[src/rtl/i2s_tx_pkg.sv]
package i2s_tx_pkg;

  typedef enum logic [1:0] {
    FMT_I2S  = 2'd0,
    FMT_LJ   = 2'd1,
    FMT_WSHI = 2'd2,
    FMT_RSV  = 2'd3
  } fmt_e;

  typedef struct packed {
    logic [1:0] slot;
    logic [1:0] width;
    logic       rjust;
    logic       lsb_first;
    fmt_e       fmt;
  } cfg_t;

  function automatic logic [6:0] slot_len(input logic [1:0] code);
    case (code)
      2'd0:    return 7'd16;
      2'd1:    return 7'd24;
      default: return 7'd32;
    endcase
  endfunction

  function automatic logic [6:0] width_len(input logic [1:0] code);
    case (code)
      2'd0:    return 7'd16;
      2'd1:    return 7'd18;
      2'd2:    return 7'd20;
      default: return 7'd24;
    endcase
  endfunction

  function automatic logic is_delayed(input fmt_e f);
    return (f == FMT_I2S) || (f == FMT_RSV);
  endfunction

endpackage

[src/rtl/i2s_sck_gen.sv]
module i2s_sck_gen #(
  parameter int DIV_W = 8
) (
  input  logic             clk_i,
  input  logic             rst_ni,
  input  logic             run_i,
  input  logic [DIV_W-1:0] half_i,
  output logic             sck_o,
  output logic             fall_o
);

  logic [DIV_W-1:0] cnt_q;
  logic             tick;

  assign tick   = run_i && (cnt_q == half_i);
  assign fall_o = tick && sck_o;

  always_ff @(posedge clk_i or negedge rst_ni) begin
    if (!rst_ni) begin
      cnt_q <= '0;
      sck_o <= 1'b0;
    end else if (!run_i) begin
      cnt_q <= '0;
      sck_o <= 1'b0;
    end else if (tick) begin
      cnt_q <= '0;
      sck_o <= ~sck_o;
    end else begin
      cnt_q <= cnt_q + 1'b1;
    end
  end

endmodule

[src/rtl/i2s_bit_pick.sv]
module i2s_bit_pick
  import i2s_tx_pkg::*;
#(
  parameter int SAMPLE_W = 24,
  parameter int POS_W    = 7
) (
  input  cfg_t                cfg_i,
  input  logic [SAMPLE_W-1:0] left_i,
  input  logic [SAMPLE_W-1:0] right_i,
  input  logic [POS_W-1:0]    pos_i,
  output logic                right_o,
  output logic                bit_o
);

  localparam int PW = POS_W + 2;

  logic [6:0]          s_len, w_len;
  logic [POS_W-1:0]    b;
  logic signed [PW-1:0] p;
  logic [PW-1:0]       idx;
  logic                in_rng;
  logic [SAMPLE_W-1:0] smp, shifted;

  always_comb begin
    s_len   = slot_len(cfg_i.slot);
    w_len   = width_len(cfg_i.width);
    right_o = ({1'b0, pos_i} >= {1'b0, s_len});
    b       = right_o ? pos_i - POS_W'(s_len) : pos_i;
    if (cfg_i.rjust)
      p = $signed(PW'(b)) + $signed(PW'(w_len)) - $signed(PW'(s_len));
    else
      p = $signed(PW'(b));
    in_rng  = (p >= 0) && (p < $signed(PW'(w_len)));
    idx     = cfg_i.lsb_first ? $unsigned(p) : (PW'(w_len) - PW'(1) - $unsigned(p));
    smp     = right_o ? right_i : left_i;
    shifted = smp >> idx;
    bit_o   = in_rng & shifted[0];
  end

endmodule

[src/rtl/i2s_tx_master.sv]
module i2s_tx_master
  import i2s_tx_pkg::*;
#(
  parameter int DIV_W     = 8,
  parameter int SAMPLE_W  = 24,
  parameter int MAX_FRAME = 64
) (
  input  logic                clk_i,
  input  logic                rst_ni,
  input  logic                en_i,
  input  logic [DIV_W-1:0]    div_i,
  input  logic [1:0]          slot_sel_i,
  input  logic [1:0]          width_sel_i,
  input  logic                rjust_i,
  input  logic                lsb_first_i,
  input  logic [1:0]          fmt_i,
  input  logic                s_valid_i,
  output logic                s_ready_o,
  input  logic [SAMPLE_W-1:0] s_left_i,
  input  logic [SAMPLE_W-1:0] s_right_i,
  output logic                sck_o,
  output logic                ws_o,
  output logic                sd_o,
  output logic                underrun_o
);

  localparam int POS_W = $clog2(MAX_FRAME);

  logic                run_q;
  logic [DIV_W-1:0]    div_q;
  cfg_t                cfg_q, cfg_n, cfg_in;
  logic [SAMPLE_W-1:0] left_q, right_q, left_n, right_n;
  logic [POS_W-1:0]    pos_q, pos_n;
  logic                ws_q, sd_q, u_prev_q, ur_q;
  logic                fall, last, start, wrap, adv, load;
  logic [POS_W:0]      frame_len;
  logic                u_n, ch_n, ws_n, sd_n;

  i2s_sck_gen #(.DIV_W(DIV_W)) u_sck (
    .clk_i  (clk_i),
    .rst_ni (rst_ni),
    .run_i  (run_q && en_i),
    .half_i (div_q),
    .sck_o  (sck_o),
    .fall_o (fall)
  );

  assign cfg_in = '{slot: slot_sel_i, width: width_sel_i, rjust: rjust_i,
                    lsb_first: lsb_first_i, fmt: fmt_e'(fmt_i)};

  assign frame_len = (POS_W+1)'({slot_len(cfg_q.slot), 1'b0});
  assign last      = ({1'b0, pos_q} == frame_len - 1'b1);
  assign start     = en_i && !run_q;
  assign wrap      = en_i && run_q && fall && last;
  assign adv       = en_i && run_q && fall && !last;
  assign load      = start || wrap;
  assign s_ready_o = load;

  // next-bit state: settings and data switch only at a frame start
  assign cfg_n   = load ? cfg_in : cfg_q;
  assign left_n  = (load && s_valid_i) ? s_left_i  : left_q;
  assign right_n = (load && s_valid_i) ? s_right_i : right_q;
  assign pos_n   = load ? '0 : (adv ? pos_q + 1'b1 : pos_q);

  i2s_bit_pick #(.SAMPLE_W(SAMPLE_W), .POS_W(POS_W)) u_pick (
    .cfg_i   (cfg_n),
    .left_i  (left_n),
    .right_i (right_n),
    .pos_i   (pos_n),
    .right_o (ch_n),
    .bit_o   (u_n)
  );

  assign ws_n = (cfg_n.fmt == FMT_WSHI) ? ~ch_n : ch_n;
  assign sd_n = is_delayed(cfg_n.fmt) ? (start ? 1'b0 : u_prev_q) : u_n;

  always_ff @(posedge clk_i or negedge rst_ni) begin
    if (!rst_ni) begin
      run_q    <= 1'b0;
      div_q    <= '0;
      cfg_q    <= '0;
      left_q   <= '0;
      right_q  <= '0;
      pos_q    <= '0;
      ws_q     <= 1'b0;
      sd_q     <= 1'b0;
      u_prev_q <= 1'b0;
      ur_q     <= 1'b0;
    end else if (!en_i) begin
      run_q    <= 1'b0;
      pos_q    <= '0;
      ws_q     <= 1'b0;
      sd_q     <= 1'b0;
      u_prev_q <= 1'b0;
      ur_q     <= 1'b0;
    end else begin
      run_q <= 1'b1;
      if (load || adv) begin
        pos_q    <= pos_n;
        ws_q     <= ws_n;
        sd_q     <= sd_n;
        u_prev_q <= u_n;
      end
      if (load) begin
        cfg_q   <= cfg_n;
        div_q   <= div_i;
        left_q  <= left_n;
        right_q <= right_n;
      end
      ur_q <= ur_q | (load & ~s_valid_i);
    end
  end

  assign ws_o       = ws_q;
  assign sd_o       = sd_q;
  assign underrun_o = ur_q;

endmodule

[config.mk]
export PLATFORM = sky130hd
export DESIGN_NAME = i2s_tx_master
export DESIGN_NICKNAME = d
export VERILOG_FILES = /design/src/rtl/i2s_tx_pkg.sv /design/src/rtl/i2s_sck_gen.sv /design/src/rtl/i2s_bit_pick.sv /design/src/rtl/i2s_tx_master.sv
export SDC_FILE = /design/constraint.sdc
export NUM_CORES = 1
export LEC_CHECK = 0
export BUFFER_PORTS_ARGS = -buffer_cell sky130_fd_sc_hd__buf_2
export CORE_ASPECT_RATIO = 0.5
export CORE_UTILIZATION = 30
export CTS_CLUSTER_SIZE = 14
export DETAILED_ROUTE_END_ITERATION = 16
export GPL_ROUTABILITY_DRIVEN = 0
export GPL_TIMING_DRIVEN = 0
export PLACE_DENSITY = 0.52
export SLEW_MARGIN = 20
export SYNTH_ARGS = -nofsm -noshare
export SYNTH_HDL_FRONTEND = slang
export SYNTH_SLANG_ARGS = --single-unit
[constraint.sdc]
create_clock -name clk_i -period 7.61 [get_ports clk_i]
set_clock_uncertainty 0.1 [all_clocks]
set_input_delay 0.761 -clock clk_i [delete_from_list [all_inputs] [get_ports clk_i]]
set_output_delay 0.761 -clock clk_i [all_outputs]
set_load 0.02 [all_outputs]
==> qor.txt <==
ys async rst share: 1.00
post-synthesis instance total: 633
Post-synth top flop: dfrtp_1
Synth Area in Simple Gates: 0.246
Post-synth EDFFs: 0
worst rel slew slack: 0.576
Critical Path Source Type: input pin
layout cell share with drive strength beyond 1: 0.204
Layout area overhead: 17.7%
max-slew violation count: 0
Vert. Die Dim: 98.8 um
Routed WL: 14.5 mm
PwrDens: 212 mW/mm^2
dpl hpwl: 11.0 mm
flop-to-flop setup slack: 0.55 ns
grt ovf: 0
CP max stage cell: fa_1
Yosys top cell by area: dfrtp_1
Residual DRC: 0
Reg clk slew, reported paths: 0.07 ns
DR iter-0 viols: 264
# Max-Cap Violations: 0
CTS H-tree depth: 3
setup_tns: 0 ns
yosys warns: 0
final net count: 811
Initial Utilization: 0.315
top-count cell post-synth: nand2_1
first-pass GRT wire length: 24.5 mm
site row count: 34
Max Clk Rate: 140 MHz
Reg2Reg Depth: 31
WS Path Type: in -> reg
final worst path period need: 7.14 ns
crit-path max cell delay: 0.50 ns
CP bufs+invs: 8
count of cell types in the netlist: 71
Synthesized Nets: 727
CP endpoint: sd_o$_DFFE_PN0P_
worst r2r src: pos_q[0]$_DFFE_PN0P_
Synth Area in Adders: 0.0606
routed vias/inst: 4.90
drt wl/cell: 15.2 um
most frequent CP cell: nand2_1
Hold-fix buffers, CTS: 0
die area: 0.0193 sq mm
CTS tree: built
Arrival @ worst endpoint: 7.31 ns
antenna cells: 0
CTS Buffer Depth: 2
post-synthesis mux area share: 0.114
Core ar.: 0.0178 sq mm
CTS sink cnt: 84
Pre-antenna DRT Iters: 5
RR Endpoint: sd_o$_DFFE_PN0P_
largest net degree at the start of global routing: 45
top cell type's share of synthesized area: 0.374
Mean Syn Cell Area: 8.87 sq um
Final period util: 0.938
Final Setup Violations: 0
slew at the pin closest to its max-slew limit: 0.634 ns
vias in the first global route: 4747
Worst Setup SP: en_i
flop and latch count out of synthesis: 84
Num CTS Buffers: 9
status: complete, no violations
Seq/Total Area, Yosys: 0.374
Required @ worst endpoint: 7.77 ns
HP Class: in -> async
Post-synth top cells: 215 x nand2_1, 84 x dfrtp_1, 28 x nor2_1
CP Capture Type: register
worst-skew pair later-pin latency: 0.34 ns
antenna violations before repair: 0
Mapped Area: 0.00562 sq mm
final hold vios: 0
RSZ-0062 raised after global routing: false
CP delay by family, top: simple AND/OR/NAND/NOR gates
post-synthesis compound-gate area fraction: 0.115
GRT Util Overall: 0.161
port buffer count: 72
Root Buffer: clkbuf_16
routed vias: 4679
Levels on crit path: 33
Post-Synth XOR/XNOR Area: 0.0452
VDD IR max: 0.0967 mV
main area contributors after synthesis: dfrtp_1 37%, nand2_1 14%, mux4_2 7.6%, ha_1 5.3%, mux2i_1 2.9%
largest family of logic cells by synthesized area: simple AND/OR/NAND/NOR gates
Pwr Total: 1.40 mW
die width: 196 um
LEAKAGE: 3.25 nW
Routed Antenna Nets: 0
CP Max Fanout: 10
IO Count: 73
==> metal layers <==
metal	vias up	wire length (um)	share of wire	global-route usage
li1	2318	-	-	-
met1	2268	7380	0.51	0.229
met4	0	102	0.0070	0.0327
met3	9	519	0.036	0.0246
met5	-	0	0	0
met2	84	6520	0.45	0.260
==> per-stage QoR <==
stage,instance area (sq um),setup slack (ns),instances,util,hold slack [ns]
after floorplan,5620,1.13,633,-,0.329
after global placement,6270,-0.0389,939,0.352,0.345
after detailed placement,6300,-0.0582,940,0.354,0.349
after CTS,6590,0.251,955,0.370,0.244
after global routing,6610,0.00871,955,0.371,0.253
final,6610,0.469,955,0.371,0.234
==> registers in the layout, summed over array words and instances (netlist names) <==
signal       count
u_prev_q         1
div_q            8
ws_o             1
run_q            1
u_sck.sck_o      1
underrun_o       1
right_q         24
cfg_q            8
left_q          24
pos_q            6
sd_o             1
u_sck.cnt_q      8
==> what timing repair did <==
| item | 4_1_cts | 5_1_grt |
|---|---|---|
| gates resized for setup | 0 | 4 |
| setup endpoints to repair | 0 | 2 |
| setup buffers | 0 | 0 |
==> layout make-up <==
cell class | instances | area, sq um
Fill cell | 1835 | 11200
Multi-Input combinational cell | 492 | 3270
Sequential cell | 84 | 2100
Timing Repair Buffer | 73 | 394
Inverter | 27 | 101
Clock buffer | 10 | 229
Clock inverter | 5 | 61.3
Buffer | 30 | 158
Tap cell | 234 | 293
==> report_power, final <==
group	internal [mW]	switching, mW	leakage (nW)
Sequential	0.502	0.0297	1.07
Clock	0.254	0.190	0.131
Combinational	0.191	0.237	2.05
Total	0.947	0.456	3.25
==> logic make-up (layout without fill, tap and decap cells) <==
logic type | count (synthesis) | in the layout
simple gates | 312 | 312
compound gates | 86 | 86
flops | 84 | 84
buf+inv | 57 | 145
mux | 39 | 39
xor+xnor | 29 | 29
fa+ha+maj | 26 | 26
==> placed cells by master, fill, tap and decap left out, types with 3 or more instances in the layout <==
cell	netlist	routed
xor2_1	14	14
buf_4	5	5
o21ai_0	11	11
clkinvlp_4	0	3
o21a_1	5	5
a211oi_1	6	6
buf_2	7	77
ha_1	24	24
nor2_1	28	28
o211ai_1	6	6
xnor2_1	15	15
nand2_1	215	215
clkbuf_16	0	9
buf_6	2	3
nor3_1	6	6
a21oi_1	17	16
mux4_2	19	19
and3_1	5	5
and2_1	6	6
inv_1	25	25
nand4_1	5	5
nor2b_1	11	11
mux2i_1	16	15
a22oi_1	5	5
nor4_1	3	3
clkbuf_1	14	15
dfrtp_1	84	84
o21ai_1	3	3
a31oi_1	3	3
nand3_1	10	10
nand2b_1	6	6
a21o_1	4	4
==> how the worst min path moves through the flow <==
stage                                        from                 endpoint  cells past startpoint
after floorplan           right_q[16]$_DFFE_PN0P_  right_q[16]$_DFFE_PN0P_                      2
after global placement     left_q[19]$_DFFE_PN0P_   left_q[19]$_DFFE_PN0P_                      2
after detailed placement  right_q[16]$_DFFE_PN0P_  right_q[16]$_DFFE_PN0P_                      2
after CTS                                  rst_ni  right_q[10]$_DFFE_PN0P_                      1
after global routing                       rst_ni  right_q[10]$_DFFE_PN0P_                      1
final                                      rst_ni  right_q[10]$_DFFE_PN0P_                      1
Power figures use the tool's default switching activity.
